==> src/rtl/ptimer_pkg.sv <==
package ptimer_pkg;

    localparam int BUS_W = 8;

    localparam logic [1:0] OFS_PSC = 2'd0;
    localparam logic [1:0] OFS_CNT = 2'd1;
    localparam logic [1:0] OFS_CTL = 2'd2;

    localparam int BIT_ZF    = 7;
    localparam int BIT_IE    = 6;
    localparam int BIT_OMODE = 5;
    localparam int BIT_DOUT  = 4;
    localparam int BIT_RUN   = 3;

    typedef enum logic [1:0] {
        ST_HALT  = 2'd0,
        ST_COUNT = 2'd1,
        ST_GATED = 2'd2
    } run_state_t;

endpackage

==> src/rtl/ptimer_ctl.sv <==
module ptimer_ctl
    import ptimer_pkg::*;
#(
    parameter int SYNC_STAGES = 2
) (
    input  logic       clk,
    input  logic       rst_n,
    input  logic       run,
    input  logic       gate_en,
    input  logic       pin_in,
    output run_state_t state_o,
    output logic       count_en,
    output logic       halt
);

    logic [SYNC_STAGES-1:0] sync_q;
    logic                   pin_sync;
    run_state_t             state_q;
    run_state_t             state_d;
    logic                   pause_req;

    generate
        if (SYNC_STAGES == 1) begin : g_sync1
            always_ff @(posedge clk or negedge rst_n) begin
                if (!rst_n) sync_q <= '0;
                else        sync_q <= pin_in;
            end
        end else begin : g_syncn
            always_ff @(posedge clk or negedge rst_n) begin
                if (!rst_n) sync_q <= '0;
                else        sync_q <= {sync_q[SYNC_STAGES-2:0], pin_in};
            end
        end
    endgenerate

    assign pin_sync  = sync_q[SYNC_STAGES-1];
    assign pause_req = gate_en && !pin_sync;

    always_ff @(posedge clk or negedge rst_n) begin
        if (!rst_n) state_q <= ST_HALT;
        else        state_q <= state_d;
    end

    always_comb begin
        state_d = state_q;
        unique case (state_q)
            ST_HALT: begin
                if (run && pause_req) state_d = ST_GATED;   // START_GATED
                else if (run)         state_d = ST_COUNT;   // START
            end
            ST_COUNT: begin
                if (!run)           state_d = ST_HALT;      // STOP
                else if (pause_req) state_d = ST_GATED;     // PAUSE
            end
            ST_GATED: begin
                if (!run)            state_d = ST_HALT;     // STOP
                else if (!pause_req) state_d = ST_COUNT;    // RESUME
            end
            default: state_d = ST_HALT;
        endcase
    end

    always_comb begin
        state_o  = state_q;
        count_en = 1'b0;
        halt     = 1'b0;
        unique case (state_q)
            ST_HALT:  halt     = 1'b1;
            ST_COUNT: count_en = 1'b1;
            ST_GATED: ;
            default:  halt     = 1'b1;
        endcase
    end

    AST_STOP_HALTS: assert property (@(posedge clk) disable iff (!rst_n)
        !run |=> state_q == ST_HALT);

    AST_GATE_PAUSES: assert property (@(posedge clk) disable iff (!rst_n)
        (run && gate_en && !pin_sync) |=> !count_en);

endmodule

==> src/rtl/ptimer_presc.sv <==
module ptimer_presc #(
    parameter int PSC_W = 7,
    parameter int SEL_W = 3
) (
    input  logic             clk,
    input  logic             rst_n,
    input  logic             halt,
    input  logic             count_en,
    input  logic             wr,
    input  logic [PSC_W-1:0] wdata,
    input  logic [SEL_W-1:0] div_sel,
    output logic [PSC_W-1:0] value,
    output logic             tick
);

    logic [PSC_W-1:0] psc_q;
    logic [PSC_W:0]   tap_ok;

    always_ff @(posedge clk or negedge rst_n) begin
        if (!rst_n)        psc_q <= '1;
        else if (halt)     psc_q <= '1;
        else if (wr)       psc_q <= wdata;
        else if (count_en) psc_q <= psc_q - 1'b1;
    end

    assign tap_ok[0] = 1'b1;

    generate
        for (genvar k = 1; k <= PSC_W; k++) begin : g_tap
            assign tap_ok[k] = (psc_q[k-1:0] == '0);
        end
    endgenerate

    assign tick  = count_en && tap_ok[div_sel];
    assign value = psc_q;

    AST_PSC_PRESET: assert property (@(posedge clk) disable iff (!rst_n)
        halt |=> psc_q == '1);

    AST_PSC_WRAP: assert property (@(posedge clk) disable iff (!rst_n)
        (!halt && !wr && count_en && psc_q == '0) |=> psc_q == '1);

endmodule

==> src/rtl/ptimer_cnt.sv <==
module ptimer_cnt #(
    parameter int CNT_W = 8
) (
    input  logic             clk,
    input  logic             rst_n,
    input  logic             tick,
    input  logic             wr,
    input  logic [CNT_W-1:0] wdata,
    output logic [CNT_W-1:0] value,
    output logic             zero_hit
);

    localparam logic [CNT_W-1:0] ONE = CNT_W'(1);

    logic [CNT_W-1:0] cnt_q;

    always_ff @(posedge clk or negedge rst_n) begin
        if (!rst_n)    cnt_q <= '1;
        else if (wr)   cnt_q <= wdata;
        else if (tick) cnt_q <= cnt_q - 1'b1;
    end

    always_comb begin
        if (wr) zero_hit = (wdata == '0);
        else    zero_hit = tick && (cnt_q == ONE);
    end

    assign value = cnt_q;

    AST_WR_WINS: assert property (@(posedge clk) disable iff (!rst_n)
        wr |=> cnt_q == $past(wdata));

    AST_CNT_FROZEN: assert property (@(posedge clk) disable iff (!rst_n)
        (!wr && !tick) |=> $stable(cnt_q));

    AST_CNT_WRAP: assert property (@(posedge clk) disable iff (!rst_n)
        (!wr && tick && cnt_q == '0) |=> cnt_q == '1);

endmodule

==> src/rtl/ptimer_top.sv <==
module ptimer_top
    import ptimer_pkg::*;
#(
    parameter int CNT_W       = 8,
    parameter int PSC_W       = 7,
    parameter int SYNC_STAGES = 2
) (
    input  logic             clk,
    input  logic             rst_n,
    input  logic             bus_sel,
    input  logic             bus_wr,
    input  logic [1:0]       bus_addr,
    input  logic [BUS_W-1:0] bus_wdata,
    output logic [BUS_W-1:0] bus_rdata,
    input  logic             pin_in,
    output logic             pin_out,
    output logic             pin_oe,
    output logic             irq
);

    localparam int SEL_W = $clog2(PSC_W + 1);

    logic             wr_any, psc_wr, cnt_wr, ctl_wr;
    logic             zf_q, ie_q, omode_q, dout_q, run_q, held_q;
    logic [SEL_W-1:0] div_q;
    logic [PSC_W-1:0] psc_val;
    logic [CNT_W-1:0] cnt_val;
    logic             tick, zero_hit, count_en, halt, gate_en;
    run_state_t       run_state;

    assign wr_any = bus_sel && bus_wr;
    assign psc_wr = wr_any && (bus_addr == OFS_PSC);
    assign cnt_wr = wr_any && (bus_addr == OFS_CNT);
    assign ctl_wr = wr_any && (bus_addr == OFS_CTL);

    always_ff @(posedge clk or negedge rst_n) begin
        if (!rst_n) begin
            ie_q    <= 1'b0;
            omode_q <= 1'b0;
            dout_q  <= 1'b0;
            run_q   <= 1'b0;
            div_q   <= '0;
        end else if (ctl_wr) begin
            ie_q    <= bus_wdata[BIT_IE];
            omode_q <= bus_wdata[BIT_OMODE];
            dout_q  <= bus_wdata[BIT_DOUT];
            run_q   <= bus_wdata[BIT_RUN];
            div_q   <= bus_wdata[SEL_W-1:0];
        end
    end

    always_ff @(posedge clk or negedge rst_n) begin
        if (!rst_n)        zf_q <= 1'b0;
        else if (zero_hit) zf_q <= 1'b1;
        else if (ctl_wr)   zf_q <= bus_wdata[BIT_ZF];
    end

    always_ff @(posedge clk or negedge rst_n) begin
        if (!rst_n)    held_q <= 1'b0;
        else if (zf_q) held_q <= dout_q;
    end

    assign gate_en = !omode_q && dout_q;

    ptimer_ctl #(.SYNC_STAGES(SYNC_STAGES)) u_ctl (
        .clk      (clk),
        .rst_n    (rst_n),
        .run      (run_q),
        .gate_en  (gate_en),
        .pin_in   (pin_in),
        .state_o  (run_state),
        .count_en (count_en),
        .halt     (halt)
    );

    ptimer_presc #(.PSC_W(PSC_W), .SEL_W(SEL_W)) u_presc (
        .clk      (clk),
        .rst_n    (rst_n),
        .halt     (halt),
        .count_en (count_en),
        .wr       (psc_wr),
        .wdata    (bus_wdata[PSC_W-1:0]),
        .div_sel  (div_q),
        .value    (psc_val),
        .tick     (tick)
    );

    ptimer_cnt #(.CNT_W(CNT_W)) u_cnt (
        .clk      (clk),
        .rst_n    (rst_n),
        .tick     (tick),
        .wr       (cnt_wr),
        .wdata    (bus_wdata[CNT_W-1:0]),
        .value    (cnt_val),
        .zero_hit (zero_hit)
    );

    always_comb begin
        unique case (bus_addr)
            OFS_PSC: bus_rdata = BUS_W'(psc_val);
            OFS_CNT: bus_rdata = BUS_W'(cnt_val);
            OFS_CTL: bus_rdata = BUS_W'({zf_q, ie_q, omode_q, dout_q, run_q, div_q});
            default: bus_rdata = '0;
        endcase
    end

    assign pin_out = zf_q ? dout_q : held_q;
    assign pin_oe  = omode_q;
    assign irq     = ie_q && zf_q;

    AST_ZF_SET: assert property (@(posedge clk) disable iff (!rst_n)
        zero_hit |=> zf_q);

    AST_PIN_HOLD: assert property (@(posedge clk) disable iff (!rst_n)
        !zf_q |=> (zf_q || $stable(pin_out)));

    AST_PSC_MSB: assert property (@(posedge clk) disable iff (!rst_n)
        (bus_addr == OFS_PSC) |-> !bus_rdata[BUS_W-1]);

    AST_IRQ_NEEDS_FLAG: assert property (@(posedge clk) disable iff (!rst_n)
        irq |-> bus_rdata[BIT_ZF] || bus_addr != OFS_CTL);

endmodule

==> config.mk <==
export PLATFORM = sky130hd
export DESIGN_NAME = ptimer_top
export DESIGN_NICKNAME = d
export VERILOG_FILES = /design/src/rtl/ptimer_pkg.sv /design/src/rtl/ptimer_ctl.sv /design/src/rtl/ptimer_presc.sv /design/src/rtl/ptimer_cnt.sv /design/src/rtl/ptimer_top.sv
export SDC_FILE = /design/constraint.sdc
export NUM_CORES = 1
export LEC_CHECK = 0
export ABC_AREA = 1
export CAP_MARGIN = 30
export CORE_ASPECT_RATIO = 2
export CORE_UTILIZATION = 25
export DETAILED_ROUTE_END_ITERATION = 10
export GPL_TIMING_DRIVEN = 0
export SLEW_MARGIN = 20
export SYNTH_ARGS = -nofsm -noshare
export SYNTH_HDL_FRONTEND = slang
export SYNTH_SLANG_ARGS = --single-unit
==> constraint.sdc <==
create_clock -name clk -period 4.5 [get_ports clk]
set_input_delay 0.9 -clock clk [delete_from_list [all_inputs] [get_ports clk]]
set_output_delay 0.9 -clock clk [all_outputs]
set_load 0.03 [all_outputs]
Yosys cells after proc, flatten, opt, wreduce, memory -nomap -nowiden
Index checks and enable logic that the tools add are counted.
- output and inout port bits: 11
- ROM bits: 0
- memory bits (writable): 0
- memories kept: 0
- latch bits: 0
- flip-flop bits (word level): 28
- word-level logic and storage cells: 69
- reduce and logical (&&, ||, !) cells: 25
- bitwise logic cells: 1
- mux-type cells: 20
- shifts and indexed selects: 0
- $lt $le $gt $ge: 1
- $mul: 0
- add/sub/neg operators: 2
- equal/unequal tests: 9
- divide/modulo/power cells: 0
- operator list (operator ; count):
    $pmux W8 S3 ; 1
    $mux W7 ; 3
    $mux W8 ; 2
    $mux W2 ; 6
    $logic_and A1 B1 Y1 ; 10
    $eq A8 B1 Y1 const B ; 1
    $logic_not A8 Y1 ; 1
    $sub A8 B1 Y8 const B ; 1
    $logic_not A7 Y1 ; 1
    $sub A7 B1 Y7 const B ; 1
    $logic_not A2 Y1 ; 3
    $logic_not A6 Y1 ; 1
    $mux W1 ; 6
    $ne A3 B2 Y1 const B ; 2
    $pmux W2 S3 ; 1
    $logic_not A5 Y1 ; 1
    $eq A2 B1 Y1 const B ; 2
    $eq A2 B2 Y1 const B ; 2
    $logic_not A4 Y1 ; 1
    $lt A3 B4 Y1 const B ; 1
    $reduce_bool A2 Y1 ; 2
    $bmux W1 S3 ; 1
    $logic_not A3 Y1 ; 1
    $ne A3 B1 Y1 const B ; 1
    other kinds (5) ; 6

Depth between registers and ports, before layout
- depth after elaboration: 7
- gate-level depth with buffers: 10

Modules after synthesis
From an unflattened synthesis, not the netlist that was laid out.
- cell total of the unflattened synthesis: 263
- area, all modules: 1983.2 µm²
- by module, submodules not included (module ; seq. area each (µm²) ; instances ; cells each ; area an instance (µm²)):
    ptimer_presc ; 183.9 ; 1 ; 78 ; 606.8
    ptimer_cnt ; 210.2 ; 1 ; 70 ; 571.8
    ptimer_top ; 225.2 ; 1 ; 82 ; 543.0
    ptimer_ctl ; 100.1 ; 1 ; 33 ; 261.5

Worst setup path before layout
OpenSTA, ideal clock, no wires.
- kind: in2out
- start point: input port bus_addr[1]
- end point: output port bus_rdata[0]
- path buffers: 0
- arrival: 1.708 ns
- stages on the path: 3
- setup slack: 1.892 ns
- cells stage by stage: nor2_1 > inv_1 > o221ai_1
- cells in the longest elaborated chain, start to end: 2
- RTL lines (element ; line ; text):
    start, declared ; ptimer_top.sv:12 ; input logic [1:0] bus_addr,
    $eq A2 B2 Y1 (tied with other cells) ; ptimer_top.sv:99 ; unique case (bus_addr)
    $pmux W8 S3 (*) ; ptimer_top.sv:99 ;
    end, declared ; ptimer_top.sv:14 ; output logic [BUS_W-1:0] bus_rdata,
Every way passes the cells marked *; elsewhere a longest branch is shown, timed or not.

Final worst setup path
- start point: input port bus_addr[1]
- end point: output port bus_rdata[1]
Same word-level chain as after synthesis.

==> results_dict.tcl <==
set metrics [dict create \
    synth_edf_count 0 \
    grt_max_degree 29 \
    fmax_ghz 0.271 \
    ir_worst_vdd_v 0.000137 \
    synthTopCellsByArea "dfstp_2 (20%), nand2_1 (17%), dfrtp_1 (17%), inv_1 (7.7%), nand3_1 (5.9%)" \
    synth_largest_area_cell "dfstp_2" \
    drt_iter0_markers 133 \
    hold_path.class "flip-flop to flip-flop" \
    synth_commonest_cells "nand2_1 (88), inv_1 (40), nand3_1 (23)" \
    layout_setup_ws_ps 811 \
    yosys.cell_types.count 29 \
    layout-drive-gt1-share_pct 13.3 \
    dieArea_mm2 0.00817 \
    insertion_delay_ps 270 \
    critPathArrivalTime_ps 2790 \
    status "complete, no violations" \
    grt_pass1_vias 1845 \
    final_area_mm2 0.00241 \
    synth_top_area_share_pct 20.2 \
    grt_pass1_wl_mm 8.89 \
    synth_fp_nets 302 \
    path_class "input port to output pin" \
    cts-root-buf "clkbuf_16" \
    numCtsBuffers 3 \
    power.density_mw_per_mm2 570 \
    nets 332 \
    startpoint_type "input port" \
    rows 45 \
    n_fill_cell 844 \
    postSynthCellCount 279 \
    cts_hold_buffers 0 \
    power_mw 1.38 \
    async_flop_share_pct 100 \
    leakagePower_nw 1.19 \
    hp-start "u_ctl.sync_q[0]" \
    place_ws_ps 788 \
    h-tree-depth 1 \
    grt_use_total_pct 14.5 \
    gp_congestion 0.925 \
    finalCriticalPeriod_ps 3690 \
    wl_per_cell_um 14.0 \
    drtAntennaViolNets 0 \
    cts_sinks 28 \
    final_core_util_pct 32.0 \
    cts_max_path_buffers 2 \
    num_vias 1894 \
    tns_ps 0 \
    hold_viol 0 \
    post-cts-setup-buffer-count 0 \
    startpoint "bus_addr[1]" \
    routed_wl_mm 5.63 \
    dp.cells 398 \
    tightest_slew_ps 691 \
    coreArea_mm2 0.00754 \
    cts_tree "done" \
    skew_ps 4.16 \
    synth_area_mm2 0.00195 \
    dr.pass1.iters 5 \
    place_area_mm2 0.00231 \
    avgSynthCellArea_um2 6.98 \
    drv_slew 0 \
    max_cap_viol_count 0 \
    required_ps 3600 \
    yosys_warnings 0 \
    die_w_um 64.4 \
    ys.flop_type "dfstp_2" \
    io_pins 26 \
    path_clk_slew_ps 70 \
    cp_max_fo 6 \
    initial_core_util_pct 25.8 \
    critPathCaptureType "output pin" \
    seq_area_frac_synth_pct 37.0 \
    die_y_um 127 \
    rsz0062_at_grt "no" \
    area_growth_pct 24.0 \
    final-instance-count-excl-fill 402 \
    holdWs_ps 357 \
    finalSetupViolCount 0 \
    viasPerCell 4.71 \
    ys_seq_elements 28 \
    slew_headroom_pct 53.9 \
    cts_resized 0 \
    io_buffers 25 \
    gr-total-overflow 0 \
    fin_crit_sh_pct 82.0 \
    regToRegStartpoint "u_presc.value[0]" \
    diodes 0 \
    drc 0 \
    synth.most_common_cell "nand2_1" \
    dp_hpwl_mm 4.57 \
    grt_antenna_before_repair 0 \
]
worst paths after layout:
kind                       slack, ps         endpoint  depth (start not counted)
min in group asynchronous        670           dout_q                          1
max in group asynchronous       3380         div_q[0]                          1
min                              360  u_ctl.sync_q[1]                          0
max                              810     bus_rdata[1]                          6
min reg2reg                      360  u_ctl.sync_q[1]                          0
max reg2reg                     2850   u_cnt.value[6]                         10
power by group:
group / switching, mW / internal (mW) / leakage (nW)
Clock: 0.0900 / 0.177 / 0.0511
Combinational: 0.413 / 0.246 / 0.823
Sequential: 0.0828 / 0.368 / 0.312
Total: 0.586 / 0.791 / 1.19
state kept, by name, summed over array words and instances (netlist names), 2 cells and up:
signal and flops:
u_presc.value 7, u_cnt.value 8, u_ctl.sync_q 2, div_q 3, u_ctl.state_o 2
cell type report:
cell class / count / area (µm²) / area share, %
clock buffers: 3 / 75.1 / 3.11
flip-flops and latches: 28 / 719 / 29.8
inverters: 45 / 169 / 6.99
clock inverters: 1 / 30.0 / 1.24
plain buffers: 4 / 26.3 / 1.09
well taps: 94 / 118 / 4.87
multi-input cells: 202 / 1030 / 42.7
repair buffers: 25 / 245 / 10.2
layer usage:
layer,share of wire (%),track usage [%]
met1,35,14.1
met5,0,0
met3,2.5,0.899
met2,59,28.7
met4,3.6,8.24
worst max-delay path, cell delays in order:
cell             delay (ps)
clkdlybuf4s50_1         550
inv_1                    90
nor2_4                  160
inv_1                   130
o221ai_1                230
clkdlybuf4s50_1         720
kinds of logic (layout without fill, tap and decap cells):
family	after synthesis	in the layout	share of synthesized area (%)
flops	28	28	37.0
xor+xnor	2	2	0.900
buf+inv	49	78	10.0
fa+ha+maj	8	8	5.14
compound gates	41	41	12.7
simple gates	151	151	34.3
placed cells by master (no fill, tap or decap), types with 5 or more instances in the layout:
| cell | count |
|---|---|
| dfrtp_1 | 13 |
| clkdlybuf4s50_1 | 24 |
| o21ai_0 | 16 |
| nand4_1 | 5 |
| inv_1 | 40 |
| inv_2 | 5 |
| o21ai_1 | 7 |
| nand3_1 | 23 |
| ha_1 | 8 |
| nand2_1 | 88 |
| a21oi_1 | 5 |
| dfstp_2 | 15 |
| nor2_1 | 21 |
| o221ai_1 | 7 |
Note: power is estimated with default switching activity, not from simulation.
